File: config.mk
export PLATFORM = sky130hd
export DESIGN_NAME = rdwin_gather
export DESIGN_NICKNAME = d
export VERILOG_FILES = /design/src/rtl/rdwin_pkg.sv /design/src/rtl/rdwin_ctrl.sv /design/src/rtl/rdwin_lane.sv /design/src/rtl/rdwin_acc.sv /design/src/rtl/rdwin_gather.sv
export SDC_FILE = /design/constraint.sdc
export NUM_CORES = 1
export LEC_CHECK = 0
export BUFFER_PORTS_ARGS = -buffer_cell sky130_fd_sc_hd__buf_2
export CAP_MARGIN = 20
export CORE_AREA = 4 4 260 262
export CTS_CLUSTER_DIAMETER = 150
export DETAILED_ROUTE_END_ITERATION = 10
export DIE_AREA = 0 0 264 266
export PLACE_DENSITY = 0.8
export REMOVE_ABC_BUFFERS = 1
export SLEW_MARGIN = 20
export SYNTH_ARGS = -nofsm -noshare
export SYNTH_HDL_FRONTEND = slang
export SYNTH_HIERARCHICAL = 1
export SYNTH_SLANG_ARGS = --single-unit
File: constraint.sdc
create_clock -name clk -period 6.6 [get_ports clk]
set_clock_uncertainty 0.15 [all_clocks]
set_input_delay 1.32 -clock clk [delete_from_list [all_inputs] [get_ports clk]]
set_output_delay 1.32 -clock clk [all_outputs]
set_load 0.01 [all_outputs]
File: src/rtl/rdwin_pkg.sv
package rdwin_pkg;
    localparam int BYTE_W     = 8;
    localparam int WORD_BYTES = 4;
    localparam int WORD_W     = BYTE_W * WORD_BYTES;
    typedef logic [WORD_W-1:0] word_t;
    typedef logic [BYTE_W-1:0] byte_t;
endpackage

File: src/rtl/rdwin_ctrl.sv
module rdwin_ctrl #(
    parameter  int MAX_RD = 32,
    localparam int RL_W   = $clog2(MAX_RD + 1),
    localparam int OFF_W  = $clog2(MAX_RD)
) (
    input  logic             clk,
    input  logic             rst_n,
    input  logic             in_valid,
    input  logic             in_last_hash,
    input  logic [RL_W-1:0]  rd_len,
    output logic [RL_W-1:0]  cur_len,
    output logic [OFF_W-1:0] cur_idx,
    output logic             latch
);
    typedef struct packed {
        logic             start;
        logic [OFF_W-1:0] off;
        logic [RL_W-1:0]  len;
    } ctrl_t;

    ctrl_t ctrl_d, ctrl_q;
    logic [RL_W-1:0]  len_m1;
    logic [OFF_W-1:0] cur_off;

    always_comb begin
        ctrl_d  = ctrl_q;
        cur_len = ctrl_q.start ? rd_len : ctrl_q.len;
        len_m1  = cur_len - 1'b1;
        // offset counts down from length-1; first row reloads it
        cur_off = ctrl_q.start ? len_m1[OFF_W-1:0] : ctrl_q.off;
        cur_idx = len_m1[OFF_W-1:0] - cur_off;
        latch   = in_valid && ((cur_off == '0) || in_last_hash);
        if (in_valid) begin
            ctrl_d.start = latch;
            ctrl_d.off   = cur_off - 1'b1;
            ctrl_d.len   = cur_len;
        end
    end

    always_ff @(posedge clk) begin
        if (!rst_n) begin
            ctrl_q <= '{start: 1'b1, off: '0, len: '0};
        end else begin
            ctrl_q <= ctrl_d;
        end
    end
endmodule

File: src/rtl/rdwin_lane.sv
module rdwin_lane
    import rdwin_pkg::*;
#(
    parameter  int MAX_RD    = 32,
    localparam int OFF_W     = $clog2(MAX_RD),
    localparam int NUM_WORDS = MAX_RD / WORD_BYTES,
    localparam int WSEL_W    = OFF_W - 2
) (
    input  logic [OFF_W-1:0]     idx,
    output logic [NUM_WORDS-1:0] word_sel,
    output logic [WORD_BYTES-1:0] lane_sel
);
    for (genvar w = 0; w < NUM_WORDS; w++) begin : g_word
        assign word_sel[w] = (idx[OFF_W-1:2] == WSEL_W'(w));
    end
    for (genvar l = 0; l < WORD_BYTES; l++) begin : g_lane
        assign lane_sel[l] = (idx[1:0] == 2'(l));
    end
endmodule

File: src/rtl/rdwin_acc.sv
module rdwin_acc
    import rdwin_pkg::*;
#(
    parameter  int MAX_RD    = 32,
    localparam int NUM_WORDS = MAX_RD / WORD_BYTES
) (
    input  logic                        clk,
    input  logic                        rst_n,
    input  logic                        in_valid,
    input  logic                        latch,
    input  byte_t                       in_byte,
    input  logic [NUM_WORDS-1:0]        word_sel,
    input  logic [WORD_BYTES-1:0]       lane_sel,
    output logic [NUM_WORDS*WORD_W-1:0] cur_words
);
    logic [NUM_WORDS-1:0][WORD_W-1:0] acc_d, acc_q;
    logic [NUM_WORDS-1:0][WORD_W-1:0] acc_add;

    for (genvar w = 0; w < NUM_WORDS; w++) begin : g_word
        word_t weighted;
        always_comb begin
            weighted = '0;
            for (int l = 0; l < WORD_BYTES; l++) begin
                if (in_valid && word_sel[w] && lane_sel[l]) begin
                    weighted = word_t'(in_byte) << (BYTE_W * l);
                end
            end
            acc_add[w] = acc_q[w] + weighted;
        end
        assign cur_words[w*WORD_W +: WORD_W] = acc_add[w];
    end

    always_comb begin
        acc_d = acc_q;
        if (latch) begin
            acc_d = '0;
        end else if (in_valid) begin
            acc_d = acc_add;
        end
    end

    always_ff @(posedge clk) begin
        if (!rst_n) begin
            acc_q <= '0;
        end else begin
            acc_q <= acc_d;
        end
    end
endmodule

File: src/rtl/rdwin_gather.sv
module rdwin_gather
    import rdwin_pkg::*;
#(
    parameter  int MAX_RD    = 32,
    parameter  int ADDR_W    = 16,
    parameter  int LEN_W     = 16,
    localparam int RL_W      = $clog2(MAX_RD + 1),
    localparam int OFF_W     = $clog2(MAX_RD),
    localparam int NUM_WORDS = MAX_RD / WORD_BYTES
) (
    input  logic                        clk,
    input  logic                        rst_n,
    input  logic                        in_valid,
    input  logic [BYTE_W-1:0]           in_byte,
    input  logic [ADDR_W-1:0]           in_addr,
    input  logic [LEN_W-1:0]            in_len,
    input  logic signed [LEN_W:0]       in_rem,
    input  logic                        in_last_hash,
    input  logic                        in_final_blk,
    input  logic [RL_W-1:0]             rd_len,
    output logic                        out_valid,
    output logic                        out_ok,
    output logic [ADDR_W-1:0]           out_addr,
    output logic [LEN_W-1:0]            out_pos,
    output logic [RL_W-1:0]             out_len,
    output logic [NUM_WORDS*WORD_W-1:0] out_words
);
    typedef struct packed {
        logic                        valid;
        logic                        ok;
        logic [ADDR_W-1:0]           addr;
        logic [LEN_W-1:0]            pos;
        logic [RL_W-1:0]             len;
        logic [NUM_WORDS*WORD_W-1:0] words;
    } res_t;

    res_t res_d, res_q;

    logic [RL_W-1:0]             cur_len;
    logic [OFF_W-1:0]            cur_idx;
    logic                        latch;
    logic [NUM_WORDS-1:0]        word_sel;
    logic [WORD_BYTES-1:0]       lane_sel;
    logic [NUM_WORDS*WORD_W-1:0] cur_words;
    logic signed [LEN_W:0]       start_pos;

    rdwin_ctrl #(.MAX_RD(MAX_RD)) i_ctrl (
        .clk          (clk),
        .rst_n        (rst_n),
        .in_valid     (in_valid),
        .in_last_hash (in_last_hash),
        .rd_len       (rd_len),
        .cur_len      (cur_len),
        .cur_idx      (cur_idx),
        .latch        (latch)
    );

    rdwin_lane #(.MAX_RD(MAX_RD)) i_lane (
        .idx      (cur_idx),
        .word_sel (word_sel),
        .lane_sel (lane_sel)
    );

    rdwin_acc #(.MAX_RD(MAX_RD)) i_acc (
        .clk       (clk),
        .rst_n     (rst_n),
        .in_valid  (in_valid),
        .latch     (latch),
        .in_byte   (in_byte),
        .word_sel  (word_sel),
        .lane_sel  (lane_sel),
        .cur_words (cur_words)
    );

    always_comb begin
        // first byte index = length - remaining - window length + 1
        start_pos = $signed({1'b0, in_len}) - in_rem
                  - $signed({{(LEN_W + 1 - RL_W){1'b0}}, cur_len})
                  + $signed((LEN_W + 1)'(1));
        res_d       = res_q;
        res_d.valid = latch;
        if (latch) begin
            res_d.ok    = !in_final_blk;
            res_d.addr  = in_addr;
            res_d.pos   = start_pos[LEN_W-1:0];
            res_d.len   = cur_len;
            res_d.words = cur_words;
        end
    end

    always_ff @(posedge clk) begin
        if (!rst_n) begin
            res_q <= '0;
        end else begin
            res_q <= res_d;
        end
    end

    assign out_valid = res_q.valid;
    assign out_ok    = res_q.ok;
    assign out_addr  = res_q.addr;
    assign out_pos   = res_q.pos;
    assign out_len   = res_q.len;
    assign out_words = res_q.words;
endmodule

* Word level (Yosys, flattened, before mapping)
Index checks and enable logic that the tools add are counted.
** Cells by class
- $add $sub $neg :: 14
- Eq/ne operators :: 10
- Mux-type cells :: 34
- Bitwise gates (word level) :: 1
- Reductions and logical operators :: 47
** Operators with widths (number)
- $mux 32 :: 24
- $add 32x32->32 :: 8
- $mux 8 :: 8
- $logic_and 1x1->1 :: 41
- $add 16x2->16 const B :: 1
- $sub 16x16->16 :: 1
- $sub 16x7->16 :: 1
- $eq 3x3->1 const B :: 4
- $sub 5x1->5 const B :: 2
- $eq 3x2->1 const B :: 2
- $mux 6 :: 1
- $logic_not 5->1 :: 1
- $mux 5 :: 1
- $sub 5x5->5 :: 1
- $eq 2x2->1 const B :: 2
- $eq 3x1->1 const B :: 1
- $logic_not 3->1 :: 1
- $eq 2x1->1 const B :: 1
- $logic_not 2->1 :: 1
- $reduce_or 2->1 :: 1
- $logic_not 1->1 :: 1
- $logic_or 1x1->1 :: 1
- $not 1->1 :: 1
** Word-level totals
- Bits in registers :: 564
- Input port bits :: 68
- Output and inout bits :: 296
- Word-level logic and storage cells :: 123

* Depth between registers and ports, before layout
Gate-level depths: netlist of the first run.
- Depth in word-level cells :: 12
- Depth in mapped cells :: 33
- Gate-level depth less buffers :: 29

* Cells and area by module
The synthesis of the first run kept the hierarchy.
** By module, submodules not included
- rdwin_acc :: instances 1, cells each 2980, area each 23002.1 sq um, seq. area each 5124.9 sq um
- rdwin_gather :: instances 1, cells each 1124, area each 11623.6 sq um, seq. area each 5925.7 sq um
- rdwin_ctrl :: instances 1, cells each 128, area each 1038.5 sq um, seq. area each 240.2 sq um
- rdwin_lane :: instances 1, cells each 12, area each 87.6 sq um, seq. area each 0.0 sq um

* Worst setup path after synthesis of the first run
OpenSTA, ideal clock, no wires.
- Kind :: input -> register
- Start :: input rd_len[0]
- End :: register res_q, in the netlist out_words[222]
- Setup time :: 117 ps
- Arrival :: 6934 ps
- Slack :: -601 ps
- Stages :: 29
- Path buffers :: 0
- Cell sequence :: mux2i_1 -> ha_1 -> xnor2_1 -> a21oi_2 -> inv_1 -> ha_1 -> nor2b_1 -> o21ai_0 -> o311a_1 -> a211o_1 -> a2bb2oi_1 -> and3b_2 -> nand3_1 -> nand2_1 -> nor2_1 -> ha_1 -> fa_1 -> a21oi_1 -> o21ai_1 -> a2111oi_2 -> o21ai_1 -> a21oi_1 -> o31ai_1 -> o21a_1 -> o21ba_2 -> a31o_2 -> xor2_1 -> mux2i_1 -> nor2_1
** Between the ends
- Cells in the longest elaborated chain, start to end :: 12
- Elaborated cells between the ends (all ways) :: 22
- Classes of those cells :: add/sub (3); eq/ne (4); mux (6); reduce/logical (9)
** Ends and longest elaborated chain
- from (decl) :: RTL line rdwin_gather.sv:20 : input logic [RL_W-1:0] rd_len,
- $mux 6 * :: RTL line rdwin_ctrl.sv:27 : cur_len = ctrl_q.start ? rd_len : ctrl_q.len;
- $sub 5x1->5 * :: RTL line rdwin_ctrl.sv:28 : len_m1 = cur_len - 1'b1;
- $mux 5 :: RTL line rdwin_ctrl.sv:30 : cur_off = ctrl_q.start ? len_m1[OFF_W-1:0] : ctrl_q.off;
- $sub 5x5->5 * :: RTL line rdwin_ctrl.sv:31 : cur_idx = len_m1[OFF_W-1:0] - cur_off;
- net cur_idx[4] :: RTL line rdwin_gather.sv:40 : logic [OFF_W-1:0] cur_idx;
- $eq 3x3->1 * :: RTL line rdwin_lane.sv:14 : assign word_sel[w] = (idx[OFF_W-1:2] == WSEL_W'(w));
- net word_sel[6] :: RTL line rdwin_gather.sv:42 : logic [NUM_WORDS-1:0] word_sel;
- $logic_and 1x1->1 * :: RTL line rdwin_acc.sv:24 : if (in_valid && word_sel[w] && lane_sel[l]) begin
- $logic_and 1x1->1 :: RTL line rdwin_acc.sv:24
- $mux 8 :: RTL line rdwin_acc.sv:24
- $mux 32 (2 in series) :: RTL line rdwin_acc.sv:24
- $mux 32 * :: RTL line rdwin_acc.sv:24
- $add 32x32->32 * :: RTL line rdwin_acc.sv:28 : acc_add[w] = acc_q[w] + weighted;
- net cur_words[222] :: RTL line rdwin_gather.sv:44 : logic [NUM_WORDS*WORD_W-1:0] cur_words;
- to (signal assigned) :: RTL line rdwin_gather.sv:95 : res_q <= res_d;
- to (decl) :: RTL line rdwin_gather.sv:37 : res_t res_d, res_q;
The timed path passes the listed nets; every way through them passes the cells marked *.
A chain may end at the register's enable or synchronous reset.

* Worst setup path in the final report of the first run
Ends and elaborated chain as after synthesis.

==> impl_metrics.ini, run 1 <==
[setup_path]
cp_slowest_cell = a2111oi_4
timing.rr.end = out_words[222]
worstPathArrival_ps = 6860
crit_buf_inv = 3
worstReg2RegStart = i_ctrl/ctrl_q[11]
reg2reg_depth = 30
worstPathMaxFanout = 8
crit_family = compound AO/OA/AOI/OAI gates
crit_type = in -> reg
cp-end-kind = flip-flop
reg2reg_slack_ps = 300
startpoint_type = input port
max_stage_delay_ps = 410
critPathRequiredTime_ps = 6940

[grt]
grt_pass1_wl_um = 170000
grt_overflow = 0
track_usage = 0.289
first_global_vias = 34000
grt_antenna_before_repair = 3
grt_max_degree = 185

[finish]
postLayoutCellArea_sq_um = 46000
layout-drive-gt1-share = 0.255
syn_to_final_growth_pct = 28.7
antenna_cells = 0
layout.nets = 5560

[clock_tree]
tritoncts = done
cts.sinks = 564
clk_latency_ps = 640
cts_buffers = 61
clk_pin_slew_ps = 60
cts_hold_buf = 0
cts-root-buf = clkbuf_16
cts-htree-levels = 2
clockBufferDepth = 3

[synth]
yosys_most_used_dff = dfxtp_1
synth.yosys.warnings = 6
muxShareOfSynthArea = 0.136
synthCells = 4244
synth-compound-area-share = 0.150
synth-xor-area-share = 0.0639
syn_area_per_cell_sq_um = 8.42
yosys.area_share.simple = 0.188
ys_seq_area_frac = 0.316
synth_seq_cells = 564
synth_top_family_by_area = simple AND/OR/NAND/NOR gates
syn_area_sq_um = 35800
async_flop_share = 0
synth_edf_count = 0
synth_cell_type_count = 94
yosys.area_share.adder = 0.111

[floorplanning]
ios = 364
initial_core_util = 0.547
fp.dieH_um = 266
die_w_um = 264
core_area_sq_um = 65400
die-area_sq_um = 70200
num_rows = 94

[pwr]
pwr-share-comb = 0.190
p_int_mw = 6.42
pwr-share-clk = 0.415
finalPower_mw = 8.94
peakVddDrop_v = 0.000208
p_per_area_nw_per_um2 = 194
p_sw_frac = 0.282
p_switching_mw = 2.52
pwr-share-seq = 0.394
p_leak_nw = 23.6

[timing]
fin_crit_sh = 0.988
final.min_clock_period_ps = 6520
finalSetupViolCount = 0
slew_headroom = 0.240
finalHoldViolCount = 0
rsz0062_at_grt = yes
drv_slew = 0
fmax_mhz = 153
worstMarginPinSlew_ps = 1140

[route]
vias = 34600
viasPerCell = 5.68
drc = 0
drt_iter0_drc = 2404
wirelength_um = 108000
drt-pass1-iter-count = 8
wl_per_cell_um = 17.7
ant_nets = 0

[min_path]
min_path_cells = 2
min_to = i_acc/acc_q[189]
hold_start = i_acc/acc_q[189]
hp-class = reg -> reg

[status]
status = completed

[placement]
io_buffer_count = 362
dp_hpwl_um = 76800
gp_congestion = 0.935
place_area_sq_um = 43200

[job]
cap_viol_max_count = 0
-- layout make-up --
| cell class | count | area, sq um |
|---|---|---|
| clock buffers | 83 | 1800 |
| clock inverters | 30 | 395 |
| fillers | 4995 | 19400 |
| inverters | 110 | 422 |
| multi-input cells | 3370 | 23700 |
| flip-flops and latches | 564 | 11300 |
| well taps | 864 | 1080 |
| repair buffers | 1077 | 7290 |
-- sequential cells by signal (all words and copies together), names as in the netlist --
register,count
i_ctrl/ctrl_q,12
out_words,256
out_len,6
out_addr,16
out_valid,1
i_acc/acc_q,256
out_pos,16
out_ok,1
-- power groups by stage --
stage / clock, mW / sequential (mW) / combinational (mW)
global route: 3.92 / 3.53 / 1.83
global placement: 0 / 3.59 / 1.55
floorplan: 0 / 3.61 / 0.991
CTS: 3.77 / 3.52 / 1.63
finish: 3.71 / 3.52 / 1.70
detailed placement: 0 / 3.59 / 1.59
-- worst register-to-register path, delay by kind of cell (launching register included) --
kind            cells  cell delay [ps]
xor+xnor            2              210
simple gates        6              790
compound gates     14             2810
flops               1              460
mux                 2              480
buf+inv             2              230
fa+ha+maj           4             1020
-- placed cells by master, fill, tap and decap left out, drive strengths merged, types with 30 or more instances in the layout --
cell	netlist	final
ha	293	293
a21oi	217	217
xor2	86	86
nand2	219	219
nand3	99	99
mux2i	484	484
nand4	30	30
inv	109	110
a21o	151	151
clkbuf	131	83
nand2b	36	36
nor3	72	72
dfxtp	564	564
a211oi	41	41
and3	46	46
o21ai	117	117
nor2	863	863
a31oi	33	33
and2	66	66
xnor2	175	175
buf	69	1077
o21a	31	31
-- worst max path at each step --
stage                     startpoint          endpoint  slack [ps]  depth (start not counted)
final                      rd_len[0]    out_words[222]          80                         31
after global routing       rd_len[0]    out_words[120]        -110                         32
after CTS                  rd_len[1]    out_words[252]           6                         32
after detailed placement   rd_len[0]    out_words[222]       -1070                         29
after global placement     rd_len[0]     out_words[92]        -800                         27
after floorplan            rd_len[0]  i_acc/acc_q[109]      -11730                         10
-- layer usage --
metal / up-vias / share of wire / GRT usage
met3: 286 / 0.062 / 0.0413
met4: 0 / 0.048 / 0.123
li1: 16800 / - / -
met1: 16400 / 0.41 / 0.360
met2: 1100 / 0.48 / 0.503
met5: - / 0 / 0
-- cell usage after synthesis, types with 46 or more instances --
library cell	n	area, sq um
dfxtp_1	564	11300
ha_1	293	3670
nor3_1	71	355
xnor2_1	175	1530
and2_1	66	413
clkbuf_1	130	488
a21oi_1	210	1050
buf_2	46	230
o21ai_0	107	536
nor2_1	862	3240
xor2_1	86	753
a21o_1	151	1130
mux2i_1	484	4840
nand3_1	99	495
inv_1	109	409
nand2_1	219	822
-- through the flow --
| stage | hold WS, ps | setup WS, ps | TNS [ps] | utilization | std cells |
|---|---|---|---|---|---|
| 2_1_floorplan | 295 | -11730 | -4297910 | - | 4044 |
| 3_3_place_gp | 303 | -802 | -96020 | 0.660 | 5969 |
| 3_5_place_dp | 308 | -1070 | -157460 | 0.660 | 5969 |
| 4_1_cts | 321 | 6.20 | 0 | 0.696 | 6086 |
| 5_1_grt | 346 | -109 | -2440 | 0.704 | 6098 |
| 6_report | 318 | 80.8 | 0 | 0.704 | 6098 |
-- logic make-up (layout without fill, tap and decap cells) --
logic type,count (synthesis),count (layout)
adder cells (fa/ha/maj),308,308
buffers and inverters,310,1300
XOR/XNOR,261,261
AO/OA/AOI/OAI,791,791
flip-flops,564,564
multiplexers,486,486
AND/OR/NAND/NOR,1524,1524
-- what timing repair did --
item,CTS,global route
endpoints found under the setup margin,92,189
buffers inserted,4,11
pin swaps,11,44
gates resized for setup,28,86
(Power assumes the default switching activity.)
==> run 2, diff against run 1 <==
- ABC_AREA: unset -> 1
- CORE_AREA: 4 4 260 262 -> 4 4 285 287
- DIE_AREA: 0 0 264 266 -> 0 0 289 291
==> run 2 against run 1 <==
Synthesized area up 22%; clock power rose by 5%; worst setup slack improved by 560 ps; combinational power grew 28%; worst hold slack worse by 1.6 ps; total power rose by 10%; fmax rose by 9.5%; final cell count increased by 49%; synthesized cell count increased by 80%; routed wire length rose by 24%; largest power group unchanged; highest routed layer unchanged.
==> impl_metrics.ini, run 2 <==
[status]
status = completed

[setup_path]
worstPathArrival_ps = 6330
crit_family = simple AND/OR/NAND/NOR gates
timing.rr.end = out_words[218]
reg2reg_depth = 29
startpoint_type = input port
worst-path-stages = 29
critPathRequiredTime_ps = 6970
cp-end-kind = flip-flop
worstReg2RegStart = i_ctrl/ctrl_q[11]
crit_path_start = rd_len[0]
cp-endpoint = out_words[218]
worstPathMaxFanout = 8
crit_buf_inv = 9
crit_type = in -> reg
cp_slowest_cell = nor2_1
max_stage_delay_ps = 720
timing.critical_path.mode_cell = nand2_1
reg2reg_slack_ps = 660

[pwr]
peakVddDrop_v = 0.000229
p_per_area_nw_per_um2 = 202
finalPower_mw = 9.85
p_leak_nw = 30.7

[grt]
grt_overflow = 0
track_usage = 0.310
grt_max_degree = 163
use_met2 = 0.516
use_met3 = 0.0409
first_global_vias = 42200
grt_antenna_before_repair = 1
grt_util_met1 = 0.413
busiest_layer = met2
grt_pass1_wl_um = 215000

[route]
drc = 0
wirelength_um = 134000
vias = 45900
drt_iter0_drc = 3425
wl_per_cell_um = 14.8
ant_nets = 0
viasPerCell = 5.06
drt-pass1-iter-count = 7

[synth]
yosys_most_used_dff = dfxtp_1
synth_seq_cells = 564
yosysMostFrequentCell = nand2_1
synth_common_cells = nand2_1 (2239), nor2_1 (1617), inv_1 (1334)
synth_edf_count = 0
synth_top_area_frac = 0.258
synth.yosys.warnings = 6
syn_area_sq_um = 43700
ys_seq_area_frac = 0.258
syn_area_per_cell_sq_um = 5.72
async_flop_share = 0
synth_cell_type_count = 44
yosysTopAreaCell = dfxtp_1
synthCells = 7646
synth.area.top_cells = dfxtp_1 (26%), nand2_1 (19%), nor2_1 (14%)

[floorplanning]
die_w_um = 289
initial_core_util = 0.556
num_rows = 103
core_area_sq_um = 78600
fp.dieH_um = 291
die-area_sq_um = 84100
ios = 364

[timing]
final.min_clock_period_ps = 5960
slew_headroom = 0.283
fin_crit_sh = 0.902
worstMarginPinSlew_ps = 1080
drv_slew = 0
rsz0062_at_grt = no
finalSetupViolCount = 0
finalHoldViolCount = 0
fmax_mhz = 168

[placement]
gp_congestion = 0.983
dp_hpwl_um = 101000
io_buffer_count = 362
place_inst = 8944

[finish]
layout.nets = 8333
layout-drive-gt1-share = 0.0854
fillers = 7922
final_cell_count_no_fill = 9061
final_common_cell = nand2_1
syn_to_final_growth_pct = 11.6
final_cell_mix = nand2_1 (2238), nor2_1 (1617), inv_1 (1333)

[clock_tree]
cts_setup_buffers = 0
clockBufferDepth = 3
clk_pin_slew_ps = 70
cts-root-buf = clkbuf_16
cts_buffers = 61
cts.sinks = 564
cts_hold_buf = 0
ctsResizeCount = 0
clk_latency_ps = 650
tritoncts = done
cts-htree-levels = 2

[min_path]
hp-class = reg -> reg

[job]
cap_viol_max_count = 0
run 2: cell count changes after synthesis, sizes merged, moves of 40 or more:
cell    before   now
nand2      219  2279
inv        109  1347
nor2       863  1642
mux2i      484     0
o21ai      117   431
nand3       99   409
xnor2      175    25
a21o       151     8
and2        66     3
nor3        72    22
and3        46     0
buf         69   113
a211oi      41     1
run 2: cell type report:
type,count,area (sq um),area share
multi-input cells,5528,26300,0.538
flip-flops and latches,564,11300,0.231
inverters,1349,5080,0.104
repair buffers,453,2580,0.0528
clock buffers,80,1740,0.0356
well taps,1050,1310,0.0269
clock inverters,35,532,0.0109
diodes,2,5.00,0.000103
run 2: per-layer routing:
| layer | routed length, um | share of wire |
|---|---|---|
| met1 | 59500 | 0.44 |
| met2 | 59900 | 0.45 |
| met3 | 9350 | 0.070 |
| met4 | 5220 | 0.039 |
| met5 | 0 | 0 |
run 2: kinds of logic after synthesis:
group	Yosys count	synth area share
buf+inv	1554	0.141
fa+ha+maj	308	0.0907
simple gates	4399	0.400
flops	564	0.258
xor+xnor	130	0.0271
compound gates	691	0.0826
run 2: how the worst min path moves through the flow:
stage | end | slack (ps) | from | cells after the start
floorplan | i_ctrl/ctrl_q[6] | 290 | i_ctrl/ctrl_q[6] | 2
global placement | i_acc/acc_q[96] | 300 | i_acc/acc_q[96] | 2
detailed placement | i_acc/acc_q[224] | 310 | i_acc/acc_q[224] | 2
CTS | i_acc/acc_q[224] | 320 | i_acc/acc_q[224] | 2
global route | i_acc/acc_q[96] | 340 | i_acc/acc_q[96] | 2
finish | i_acc/acc_q[224] | 320 | i_acc/acc_q[224] | 2
run 2: through the flow:
stage	hold slack, ps	setup WS [ps]	instance area [sq um]	TNS, ps	utilization
after floorplan	294	-4020	42600	-1545290	-
after global placement	302	244	46500	0	0.592
after detailed placement	309	155	46500	0	0.592
after CTS	319	771	48800	0	0.621
after global routing	338	292	48800	0	0.621
final	317	645	48800	0	0.621
run 2: power by group:
part           switching [mW]  internal, mW
Sequential              0.136          3.64
Clock                    1.53          2.36
Combinational            1.46         0.717
run 2: worst register-to-register path: cells and delay by family, from the launching register on:
kind	cells	cell delay, ps
compound gates	1	240
fa+ha+maj	3	1180
buf+inv	9	1150
flops	1	580
simple gates	16	2520
